[src/rtl/dds_sum_pkg.sv]
package dds_sum_pkg;

    // Sequencer states of the summing channel.
    typedef enum logic {
        S_IDLE = 1'b0,
        S_RUN  = 1'b1
    } seq_state_e;

endpackage

[src/rtl/dds_osc_bank.sv]
module dds_osc_bank #(
    parameter int NUM_OSC = 5,
    parameter int ADDR_W  = 4,
    parameter int FTW_W   = 32,
    parameter int AMP_W   = 15,
    parameter int PH_W    = 16
) (
    input  logic                              clk,
    input  logic                              rst_n,
    input  logic                              wr_en_i,
    input  logic [ADDR_W-1:0]                 wr_addr_i,
    input  logic [FTW_W-1:0]                  wr_data_i,
    input  logic                              advance_i,
    output logic [NUM_OSC-1:0][PH_W-1:0]      phase_o,
    output logic [NUM_OSC-1:0][AMP_W-1:0]     amp_o
);

    localparam int OSC_W   = ADDR_W - 1;
    localparam int CLR_BIT = AMP_W;
    localparam int POW_LSB = AMP_W + 1;

    logic [NUM_OSC-1:0][FTW_W-1:0] ftw_q;
    logic [NUM_OSC-1:0][FTW_W-1:0] acc_q;
    logic [NUM_OSC-1:0][PH_W-1:0]  pow_q;
    logic [NUM_OSC-1:0][AMP_W-1:0] amp_q;
    logic [NUM_OSC-1:0]            clr_q;
    logic [NUM_OSC-1:0]            hit_ftw;
    logic [NUM_OSC-1:0]            hit_word;

    // Per-oscillator address decode and phase formation.
    for (genvar n = 0; n < NUM_OSC; n++) begin : g_osc
        assign hit_ftw[n]  = wr_en_i && (wr_addr_i[ADDR_W-1:1] == OSC_W'(n)) && !wr_addr_i[0];
        assign hit_word[n] = wr_en_i && (wr_addr_i[ADDR_W-1:1] == OSC_W'(n)) &&  wr_addr_i[0];
        assign phase_o[n]  = acc_q[n][FTW_W-1 -: PH_W] + pow_q[n];

        // a set clear flag forces the accumulator to zero on the next edge.
        a_r10_clear_holds_zero: assert property (@(posedge clk) disable iff (!rst_n)
            clr_q[n] |=> (acc_q[n] == '0));

        // without a strobe or clear the accumulator keeps its value.
        a_r4_acc_frozen: assert property (@(posedge clk) disable iff (!rst_n)
            (!advance_i && !clr_q[n]) |=> $stable(acc_q[n]));
    end

    assign amp_o = amp_q;

    always_ff @(posedge clk) begin
        if (!rst_n) begin
            ftw_q <= '0;
            acc_q <= '0;
            pow_q <= '0;
            clr_q <= '0;
            for (int n = 0; n < NUM_OSC; n++) begin
                amp_q[n] <= '1;
            end
        end else begin
            for (int n = 0; n < NUM_OSC; n++) begin
                if (hit_ftw[n]) begin
                    ftw_q[n] <= wr_data_i;
                end
                if (hit_word[n]) begin
                    amp_q[n] <= wr_data_i[AMP_W-1:0];
                    clr_q[n] <= wr_data_i[CLR_BIT];
                    pow_q[n] <= wr_data_i[POW_LSB +: PH_W];
                end
                if (clr_q[n]) begin
                    acc_q[n] <= '0;
                end else if (advance_i) begin
                    acc_q[n] <= acc_q[n] + ftw_q[n];
                end
            end
        end
    end

    // writes naming an absent oscillator leave every register untouched.
    a_r2_unmapped_ignored: assert property (@(posedge clk) disable iff (!rst_n)
        (wr_en_i && (wr_addr_i[ADDR_W-1:1] >= OSC_W'(NUM_OSC)))
        |=> ($stable(ftw_q) && $stable(pow_q) && $stable(amp_q) && $stable(clr_q)));

endmodule

[src/rtl/dds_cossin.sv]
module dds_cossin #(
    parameter int PH_W   = 16,
    parameter int WAVE_W = 16
) (
    input  logic [PH_W-1:0]   phase_i,
    output logic [WAVE_W-1:0] cos_o,
    output logic [WAVE_W-1:0] sin_o
);

    localparam int              FRAC_W    = PH_W - 1;
    localparam int              WIDE_W    = 2 * PH_W;
    localparam logic [PH_W-1:0] QUARTER   = PH_W'(1) << (PH_W - 2);
    localparam logic [WIDE_W-1:0] HALF_SPAN = WIDE_W'(1) << FRAC_W;
    localparam logic [WIDE_W-1:0] PEAK      = WIDE_W'((1 << (WAVE_W - 1)) - 1);

    // Parabolic half-wave: magnitude rises and falls over each half turn.
    function automatic logic [WAVE_W-1:0] half_wave(input logic [PH_W-1:0] u);
        logic [WIDE_W-1:0] f;
        logic [WIDE_W-1:0] prod;
        logic [WIDE_W-1:0] mag;
        f    = WIDE_W'(u[FRAC_W-1:0]);
        prod = f * (HALF_SPAN - f);
        mag  = prod >> (PH_W - 3);
        if (mag > PEAK) begin
            mag = PEAK;
        end
        return u[PH_W-1] ? (WAVE_W'(0) - WAVE_W'(mag)) : WAVE_W'(mag);
    endfunction

    logic [1:0][PH_W-1:0]   lane_ph;
    logic [1:0][WAVE_W-1:0] lane_w;

    // Lane 0 is the sine, lane 1 the cosine (sine shifted by a quarter turn).
    for (genvar l = 0; l < 2; l++) begin : g_lane
        assign lane_ph[l] = phase_i + (QUARTER * PH_W'(l));
        assign lane_w[l]  = half_wave(lane_ph[l]);
    end

    assign sin_o = lane_w[0];
    assign cos_o = lane_w[1];

endmodule

[src/rtl/dds_scale.sv]
module dds_scale #(
    parameter int WAVE_W = 16,
    parameter int AMP_W  = 15
) (
    input  logic [1:0][WAVE_W-1:0] wave_i,
    input  logic [AMP_W-1:0]       amp_i,
    output logic [1:0][WAVE_W-1:0] scaled_o
);

    localparam int PROD_W = WAVE_W + AMP_W + 1;

    for (genvar l = 0; l < 2; l++) begin : g_lane
        logic signed [PROD_W-1:0] prod;
        assign prod        = PROD_W'($signed(wave_i[l])) * $signed({1'b0, amp_i});
        assign scaled_o[l] = WAVE_W'(prod >>> AMP_W);
    end

endmodule

[src/rtl/dds_sum_channel.sv]
module dds_sum_channel
    import dds_sum_pkg::*;
#(
    parameter int NUM_OSC = 5,
    parameter int FTW_W   = 32,
    parameter int AMP_W   = 15,
    parameter int PH_W    = 16,
    parameter int WAVE_W  = 16,
    parameter int OUT_W   = 14,
    localparam int ADDR_W = $clog2(NUM_OSC) + 1
) (
    input  logic              clk,
    input  logic              rst_n,
    input  logic              sync_stb,
    input  logic              wr_en,
    input  logic [ADDR_W-1:0] wr_addr,
    input  logic [FTW_W-1:0]  wr_data,
    output logic [OUT_W-1:0]  out_i,
    output logic [OUT_W-1:0]  out_q,
    output logic              out_valid
);

    localparam int IDX_W = $clog2(NUM_OSC);
    localparam int SUM_W = WAVE_W + $clog2(NUM_OSC) + 1;
    localparam logic [IDX_W-1:0] LAST_IDX = IDX_W'(NUM_OSC - 1);
    localparam logic signed [SUM_W-1:0] SAT_HI = SUM_W'((1 << (WAVE_W - 1)) - 1);
    localparam logic signed [SUM_W-1:0] SAT_LO = -SAT_HI - 1;

    seq_state_e state_q, state_d;
    logic [IDX_W-1:0]                 idx_q;
    logic signed [SUM_W-1:0]          sum_i_q, sum_q_q;
    logic signed [SUM_W-1:0]          sum_i_d, sum_q_d;
    logic                             last, accept;
    logic [NUM_OSC-1:0][PH_W-1:0]     phase_v;
    logic [NUM_OSC-1:0][AMP_W-1:0]    amp_v;
    logic [WAVE_W-1:0]                cos_w, sin_w;
    logic [1:0][WAVE_W-1:0]           scaled;

    assign last   = (state_q == S_RUN) && (idx_q == LAST_IDX);
    assign accept = sync_stb && ((state_q == S_IDLE) || last);

    dds_osc_bank #(
        .NUM_OSC (NUM_OSC),
        .ADDR_W  (ADDR_W),
        .FTW_W   (FTW_W),
        .AMP_W   (AMP_W),
        .PH_W    (PH_W)
    ) u_bank (
        .clk       (clk),
        .rst_n     (rst_n),
        .wr_en_i   (wr_en),
        .wr_addr_i (wr_addr),
        .wr_data_i (wr_data),
        .advance_i (accept),
        .phase_o   (phase_v),
        .amp_o     (amp_v)
    );

    dds_cossin #(
        .PH_W   (PH_W),
        .WAVE_W (WAVE_W)
    ) u_wave (
        .phase_i (phase_v[idx_q]),
        .cos_o   (cos_w),
        .sin_o   (sin_w)
    );

    dds_scale #(
        .WAVE_W (WAVE_W),
        .AMP_W  (AMP_W)
    ) u_scale (
        .wave_i   ({sin_w, cos_w}),
        .amp_i    (amp_v[idx_q]),
        .scaled_o (scaled)
    );

    assign sum_i_d = sum_i_q + SUM_W'($signed(scaled[0]));
    assign sum_q_d = sum_q_q + SUM_W'($signed(scaled[1]));

    function automatic logic [OUT_W-1:0] clip(input logic signed [SUM_W-1:0] s);
        logic signed [SUM_W-1:0] c;
        if (s > SAT_HI) begin
            c = SAT_HI;
        end else if (s < SAT_LO) begin
            c = SAT_LO;
        end else begin
            c = s;
        end
        return OUT_W'(c >>> (WAVE_W - OUT_W));
    endfunction

    // Next-state logic: START, HOLD, RESTART and FINISH.
    always_comb begin
        state_d = state_q;
        unique case (state_q)
            S_IDLE: if (accept) state_d = S_RUN;
            S_RUN:  if (last)   state_d = accept ? S_RUN : S_IDLE;
            default:            state_d = S_IDLE;
        endcase
    end

    // State register.
    always_ff @(posedge clk) begin
        if (!rst_n) begin
            state_q <= S_IDLE;
        end else begin
            state_q <= state_d;
        end
    end

    // Datapath and outputs.
    always_ff @(posedge clk) begin
        if (!rst_n) begin
            idx_q     <= '0;
            sum_i_q   <= '0;
            sum_q_q   <= '0;
            out_i     <= '0;
            out_q     <= '0;
            out_valid <= 1'b0;
        end else begin
            out_valid <= 1'b0;
            if (state_q == S_RUN) begin
                idx_q   <= idx_q + 1'b1;
                sum_i_q <= sum_i_d;
                sum_q_q <= sum_q_d;
                if (last) begin
                    out_i     <= clip(sum_i_d);
                    out_q     <= clip(sum_q_d);
                    out_valid <= 1'b1;
                end
            end
            if (accept) begin
                idx_q   <= '0;
                sum_i_q <= '0;
                sum_q_q <= '0;
            end
        end
    end

    // a sample is a single-cycle pulse.
    a_r8_valid_single: assert property (@(posedge clk) disable iff (!rst_n)
        out_valid |=> !out_valid);

    // a sample only follows the last oscillator step.
    a_r8_valid_after_last: assert property (@(posedge clk) disable iff (!rst_n)
        out_valid |-> $past(state_q == S_RUN && idx_q == LAST_IDX));

    // mid-sample strobes do not restart the oscillator walk.
    a_r9_midrun_hold: assert property (@(posedge clk) disable iff (!rst_n)
        (state_q == S_RUN && idx_q != LAST_IDX)
        |=> (state_q == S_RUN && idx_q == $past(idx_q) + 1'b1));

    // coming out of reset the sequencer waits idle.
    a_r1_reset_idle: assert property (@(posedge clk)
        !rst_n |=> (state_q == S_IDLE && !out_valid));

endmodule

[config.mk]
export PLATFORM = sky130hd
export DESIGN_NAME = dds_sum_channel
export DESIGN_NICKNAME = d
export VERILOG_FILES = /design/src/rtl/dds_sum_pkg.sv /design/src/rtl/dds_osc_bank.sv /design/src/rtl/dds_cossin.sv /design/src/rtl/dds_scale.sv /design/src/rtl/dds_sum_channel.sv
export SDC_FILE = /design/constraint.sdc
export NUM_CORES = 2
export LEC_CHECK = 0
export BUFFER_PORTS_ARGS = -buffer_cell sky130_fd_sc_hd__buf_2
export CAP_MARGIN = 40
export CORE_UTILIZATION = 50
export CTS_CLUSTER_SIZE = 16
export DETAILED_ROUTE_END_ITERATION = 8
export HOLD_SLACK_MARGIN = 0.08
export PLACE_DENSITY = 0.64
export REMOVE_ABC_BUFFERS = 1
export SYNTH_ARGS = -nofsm -noshare
export SYNTH_HDL_FRONTEND = slang
export SYNTH_SLANG_ARGS = --single-unit
[constraint.sdc]
create_clock -name clk -period 62.3 [get_ports clk]
set_input_delay 3.115 -clock clk [delete_from_list [all_inputs] [get_ports clk]]
set_output_delay 3.115 -clock clk [all_outputs]
set_load 0.01 [all_outputs]
After elaboration in Yosys (flattened, before gate mapping) --
Index checks and enable logic that the tools add are counted.
Operators by class: add/sub/neg operators 18, multipliers 4, magnitude comparators 7, eq/ne operators 5, mux-type cells 16, bitwise logic cells 2, reduce and logical (&&, ||, !) cells 28
Operators by type and width (count):
- adder 32 bit | 5
- 2-to-1 mux 16 bit | 9
- adder 16 bit | 5
- multiplier 15 x 32 -> 32 bit | 2
- multiplier 16 x 16 -> 31 bit | 2
- binary-select mux 16 bit (select 3 bit) | 1
- binary-select mux 15 bit (select 3 bit) | 1
- adder 20 x 16 -> 20 bit | 2
- greater-than comparator 20 x 16 -> 1 bit (second input constant) | 2
- less-than comparator 20 x 16 -> 1 bit (second input constant) | 2
- greater-than comparator 19 x 15 -> 1 bit (second input constant) | 2
- subtractor 16 x 15 -> 17 bit (first input constant) | 2
- subtractor 1 x 16 -> 16 bit (first input constant) | 2
- logical AND 1 bit | 17
- adder 16 x 15 -> 16 bit (second input constant) | 1
- 2-to-1 mux 15 bit | 1
- OR reduction 2 bit | 6
- equality test 3 x 2 -> 1 bit (second input constant) | 2
- equality test 3 bit (second input constant) | 2
- less-than comparator 3 x 4 -> 1 bit (second input constant) | 1
- AND reduction 2 bit | 2
- adder 3 x 1 -> 3 bit (second input constant) | 1
- equality test 3 x 1 -> 1 bit (second input constant) | 1
- zero test 3 bit | 1
- other kinds (5) | 8
Storage, ports and cells: bits in registers 553, output and inout bits 29

Longest topological paths before layout --
depth after elaboration 15, depth in mapped cells 91

Hierarchy --
Synthesis repeated with hierarchy kept, for this count alone.
Unflattened totals: cell total of the unflattened synthesis 7875, area total of the unflattened synthesis 66288.6 um^2
By module, submodules not included:
- dds_osc_bank | instances 1, cells an instance 3506, area an instance 28239.6 um^2
- dds_scale | instances 1, cells an instance 1935, area an instance 17634.4 um^2
- dds_cossin | instances 1, cells an instance 1675, area an instance 14192.4 um^2
- dds_sum_channel | instances 1, cells an instance 759, area an instance 6222.2 um^2

Worst setup path before layout --
Ideal clock, no wire load.
kind register to register, from register u_bank.acc_q[80] (netlist bit), to register out_i[10], setup time 122 ps, data arrival time 19755 ps, required time 62178 ps, path slack 42423 ps, stages on the path, launching flop included 85, period minus slack after synthesis 19877 ps, cells stage by stage dfxtp_1 > ha_1 > fa_1 > a211oi_1 > o21ai_1 > a21oi_1 > nor2b_1 > o21a_1 > o21ai_0 > nand2b_1 > a21oi_1 > xnor2_1 > mux4_2 > a22oi_1 > clkbuf_1 > nand3_1 > nor3_1 > ha_1 > [49 not listed] > nor2_1 > fa_1 > a21o_1 > a21oi_1 > o21bai_1 > a2111oi_0 > nor3_1 > a311oi_1 > a31oi_1 > a21o_1 > a21o_1 > a21oi_1 > o21bai_1 > xor2_1 > or4_1 > a21oi_2 > buf_2 > o22ai_1
On the way: cells in the longest elaborated chain, start to end 15, elaborated cells between the ends (all ways) 16
Ends and longest elaborated chain:
- start, declared | RTL line dds_osc_bank.sv:23 | logic [NUM_OSC-1:0][FTW_W-1:0] acc_q;
- start signal, assigned by index | RTL line dds_osc_bank.sv:69 | acc_q[n] <= acc_q[n] + ftw_q[n];
- adder 16 bit * | RTL line dds_osc_bank.sv:34 | assign phase_o[n] = acc_q[n][FTW_W-1 -: PH_W] + pow_q[n];
- binary-select mux 16 bit (select 3 bit) * | RTL line dds_sum_channel.sv:63 | .phase_i (phase_v[idx_q]),
- 2-to-1 mux 16 bit (implied by the code) * | RTL line dds_sum_channel.sv:63
- adder 16 x 15 -> 16 bit * | RTL line dds_cossin.sv:35 | assign lane_ph[l] = phase_i + (QUARTER * PH_W'(l));
- subtractor 16 x 15 -> 17 bit | RTL line dds_cossin.sv:22 | prod = f * (HALF_SPAN - f);
- multiplier 15 x 32 -> 32 bit | RTL line dds_cossin.sv:22
- greater-than comparator 19 x 15 -> 1 bit | RTL line dds_cossin.sv:24 | if (mag > PEAK) begin
- 2-to-1 mux 16 bit | RTL line dds_cossin.sv:24
- subtractor 1 x 16 -> 16 bit | RTL line dds_cossin.sv:27 | return u[PH_W-1] ? (WAVE_W'(0) - WAVE_W'(mag)) : WAVE_W'(mag);
- 2-to-1 mux 16 bit * | RTL line dds_cossin.sv:27
- multiplier 16 x 16 -> 31 bit * | RTL line dds_scale.sv:14 | assign prod = PROD_W'($signed(wave_i[l])) * $signed({1'b0, amp_i});
- adder 20 x 16 -> 20 bit * | RTL line dds_sum_channel.sv:77 | assign sum_i_d = sum_i_q + SUM_W'($signed(scaled[0]));
- less-than comparator 20 x 16 -> 1 bit | RTL line dds_sum_channel.sv:84 | end else if (s < SAT_LO) begin
- 2-to-1 mux 16 bit | RTL line dds_sum_channel.sv:84
- 2-to-1 mux 16 bit * | RTL line dds_sum_channel.sv:82 | if (s > SAT_HI) begin
- end signal, assigned | RTL line dds_sum_channel.sv:127 | out_i <= clip(sum_i_d);
- end, declared | RTL line dds_sum_channel.sv:18 | output logic [OUT_W-1:0] out_i,
Every way passes the cells marked *; elsewhere a longest branch is shown, timed or not. The select of a mux whose other input is x is not followed. A chain may end at the register's enable or synchronous reset.

Worst setup path in the final report --
from register u_bank.acc_q[17] (netlist bit), to register out_i[11]
The elaborated chain is that of the path after synthesis.

==> impl_metrics.py <==
metrics = {
    "global_route": {
        "antenna_found_initial": 3,
        "grt_util_all_layers_pct": 28.55,
        "grt_max_degree": 166,
        "grt_pass1_vias": 51314,
        "grt_pass1_wl_mm": 285.0,
        "grt_overflow": 0,
    },
    "route": {
        "wl_per_cell_um": 19.49,
        "wirelength_mm": 178.2,
        "final_antenna_net_count": 0,
        "routed-via-count": 50948,
        "first_pass_iters": 7,
        "remaining_drc_errors": 0,
        "vias_per_cell": 5.571,
        "dr.first_iter.drc_count": 3288,
    },
    "cts": {
        "ctsResizeCount": 0,
        "clock-sinks": 553,
        "hold_buffers": 0,
        "clkTransAtPathRegs_ns": 0.06,
        "cts_root_buf": "clkbuf_16",
        "htree_levels": 3,
        "cts_tree": "done",
        "postCtsSetupRepairBufs": 0,
        "insertion_delay_ns": 0.67,
        "cts_buffers": 68,
        "clk_path_buf_depth": 3,
    },
    "yosys": {
        "synth-seq-cells": 553,
        "synth_top_cell_area_share_pct": 24.06,
        "synth-async-reset-ratio_pct": 0,
        "synth.most_common_cell": "nand2_1",
        "yosysWarningCount": 0,
        "avgSynthCellArea_um2": 8.355,
        "ys_types": 109,
        "synth_top_flop_cell": "dfxtp_1",
        "synth_area_mm2": 0.06290,
        "ys_seq_area_share_pct": 17.60,
        "synth_edf_count": 0,
        "yosysTopAreaCell": "fa_1",
        "netlist_top_cells_count": "1,201 x nand2_1, 994 x inv_1, 756 x fa_1, 602 x ha_1, 553 x dfxtp_1",
        "syn_inst": 7528,
        "ys_top_cells_by_area": "fa_1 24%, dfxtp_1 18%, ha_1 12%",
    },
    "timing": {
        "fin_crit_ns": 22.86,
        "worst-slew-pin-transition_ns": 0.9862,
        "setup_viol": 0,
        "rsz0062_at_grt": "no",
        "fmax_mhz": 43.73,
        "skew_ns": 0.03459,
        "maxSlewHeadroom_pct": 34.25,
        "hold_viol": 0,
        "slew_viol_final": 0,
        "fin_crit_sh_pct": 36.70,
        "finalSetupTns_ns": 0,
    },
    "min_path": {
        "hold_depth": 2,
        "hold_start": "u_bank.acc_q[46]$_SDFFE_PP0P_",
        "min_path_type": "reg2reg",
        "hold_path_end": "u_bank.acc_q[46]$_SDFFE_PP0P_",
    },
    "setup_path": {
        "reg2reg_to": "out_i[11]$_SDFFE_PN0P_",
        "r2r-start": "u_bank.acc_q[17]$_SDFFE_PP0P_",
        "cpMaxStageDelayCell": "ha_1",
        "path_max_fanout": 28,
        "cpPeakStageDelay_ns": 0.85,
        "cpMostUsedCell": "fa_1",
        "critPathArrivalTime_ns": 23.36,
        "start_kind": "register",
        "r2r_slack_ns": 39.44,
        "crit_path_end_kind": "register",
        "cp_data_required_time_ns": 62.80,
        "rr_worst_depth": 75,
        "setup.worst_path.class": "reg2reg",
    },
    "floorplanning": {
        "start_util_pct": 50.61,
        "io_pins": 69,
        "core-area_mm2": 0.1243,
        "die_area_mm2": 0.1272,
        "die_x_um": 356.7,
        "rows": 129,
        "die_y_um": 356.7,
    },
    "job": {
        "maxCapViolations": 0,
    },
    "layout": {
        "fin_cells": 9145,
        "fin_nets": 8855,
        "fin_util_pct": 54.26,
        "nFillCells": 11558,
        "layout-drive-gt1-share_pct": 5.994,
        "syn_to_final_growth_pct": 7.225,
    },
    "placed_design": {
        "place.port_buffers": 68,
        "gp_congestion": 0.9433,
        "dp_hpwl_mm": 133.4,
        "place_inst": 9024,
    },
    "outcome": {
        "status": "complete, no violations",
    },
}
-- final cells by class --
cell class              instances  area (um2)  share of cell area (%)
clock inverters                28       417.9                  0.6197
repair buffers                163        1179                   1.748
flip-flops and latches        553       11070                   16.42
diodes                          1       2.502                0.003711
clock buffers                  92        1924                   2.853
well taps                    1637        2048                   3.037
inverters                     996        3741                   5.547
multi-input cells            5675       47050                   69.77
-- cell families after synthesis --
family | Yosys count | share of synthesized area, %
other | 2 | 0.01194
flip-flops | 553 | 17.60
AO/OA/AOI/OAI | 1360 | 14.19
buffers and inverters | 1330 | 7.987
XOR/XNOR | 288 | 4.094
AND/OR/NAND/NOR | 2562 | 18.40
multiplexers | 75 | 1.679
adder cells (fa/ha/maj) | 1358 | 36.04
-- how the worst max path moves through the flow --
| stage | start | end | slack [ns] | cells after the start |
|---|---|---|---|---|
| finish | u_bank.acc_q[17]$_SDFFE_PP0P_ | out_i[11]$_SDFFE_PN0P_ | 39.44 | 75 |
| global route | u_bank.acc_q[17]$_SDFFE_PP0P_ | out_i[4]$_SDFFE_PN0P_ | 37.95 | 76 |
| CTS | u_bank.acc_q[17]$_SDFFE_PP0P_ | out_i[11]$_SDFFE_PN0P_ | 39.74 | 76 |
| detailed placement | u_bank.acc_q[17]$_SDFFE_PP0P_ | out_i[11]$_SDFFE_PN0P_ | 39.80 | 76 |
| global placement | u_bank.acc_q[17]$_SDFFE_PP0P_ | out_i[1]$_SDFFE_PN0P_ | 40.25 | 75 |
| floorplan | idx_q[0]$_SDFFE_PP0P_ | out_q[0]$_SDFFE_PN0P_ | 41.61 | 73 |
-- through the flow --
stage                     setup WS [ns]  cell area (um2)  hold WS, ns
after detailed placement          39.80            65090       0.4502
after floorplan                   41.61            61730       0.4308
after CTS                         39.74            67440       0.4582
final                             39.44            67440       0.4568
after global routing              37.95            67440       0.4691
after global placement            40.25            64910       0.4424
-- critical path, delay by kind of cell (launching register included) --
family,cells,cell delay (ns)
adders and majority gates,18,8.50
DFF,1,0.40
xor gates and xnor gates,2,0.44
AOI/OAI and AO/OA,25,7.34
buffers and inverters,9,0.75
and+or+nand+nor,21,5.17
-- flip-flops by register name (all words and copies together), names as in the netlist --
signal	cells
out_valid	1
sum_q_q	20
out_q	14
u_bank.amp_o	75
u_bank.ftw_q	160
u_bank.acc_q	160
u_bank.clr_q	5
sum_i_q	20
idx_q	3
u_bank.pow_q	80
state_q	1
out_i	14
-- layout by cell type (no fill, tap or decap), types with 49 or more instances in the layout --
master / netlist / final
a211oi_1: 50 / 50
a21boi_0: 262 / 260
a21o_1: 114 / 114
a21oi_1: 383 / 378
and2_1: 52 / 49
and3_1: 64 / 63
buf_2: 2 / 69
buf_4: 1 / 84
clkbuf_16: 0 / 70
dfxtp_1: 553 / 550
fa_1: 756 / 756
ha_1: 602 / 602
inv_1: 994 / 994
mux2i_1: 50 / 50
nand2_1: 1201 / 1199
nand2b_1: 131 / 130
nand3_1: 152 / 152
nor2_1: 520 / 518
nor2b_1: 123 / 123
nor3_1: 108 / 108
o21a_1: 54 / 54
o21ai_0: 211 / 207
or2_2: 77 / 77
xnor2_1: 207 / 207
xor2_1: 76 / 76
-- metal layers --
layer,share of wire (%),up-vias,global-route usage (%)
met4,3.1,2,8.991
met2,47,1423,47.76
met5,0.010,-,0
met1,43,25033,38.50
li1,-,24246,-
met3,6.2,244,3.340
Power is left out: the tool's default activity adds up to more than one toggle a clock period on the data nets, which glitch-free logic cannot reach.
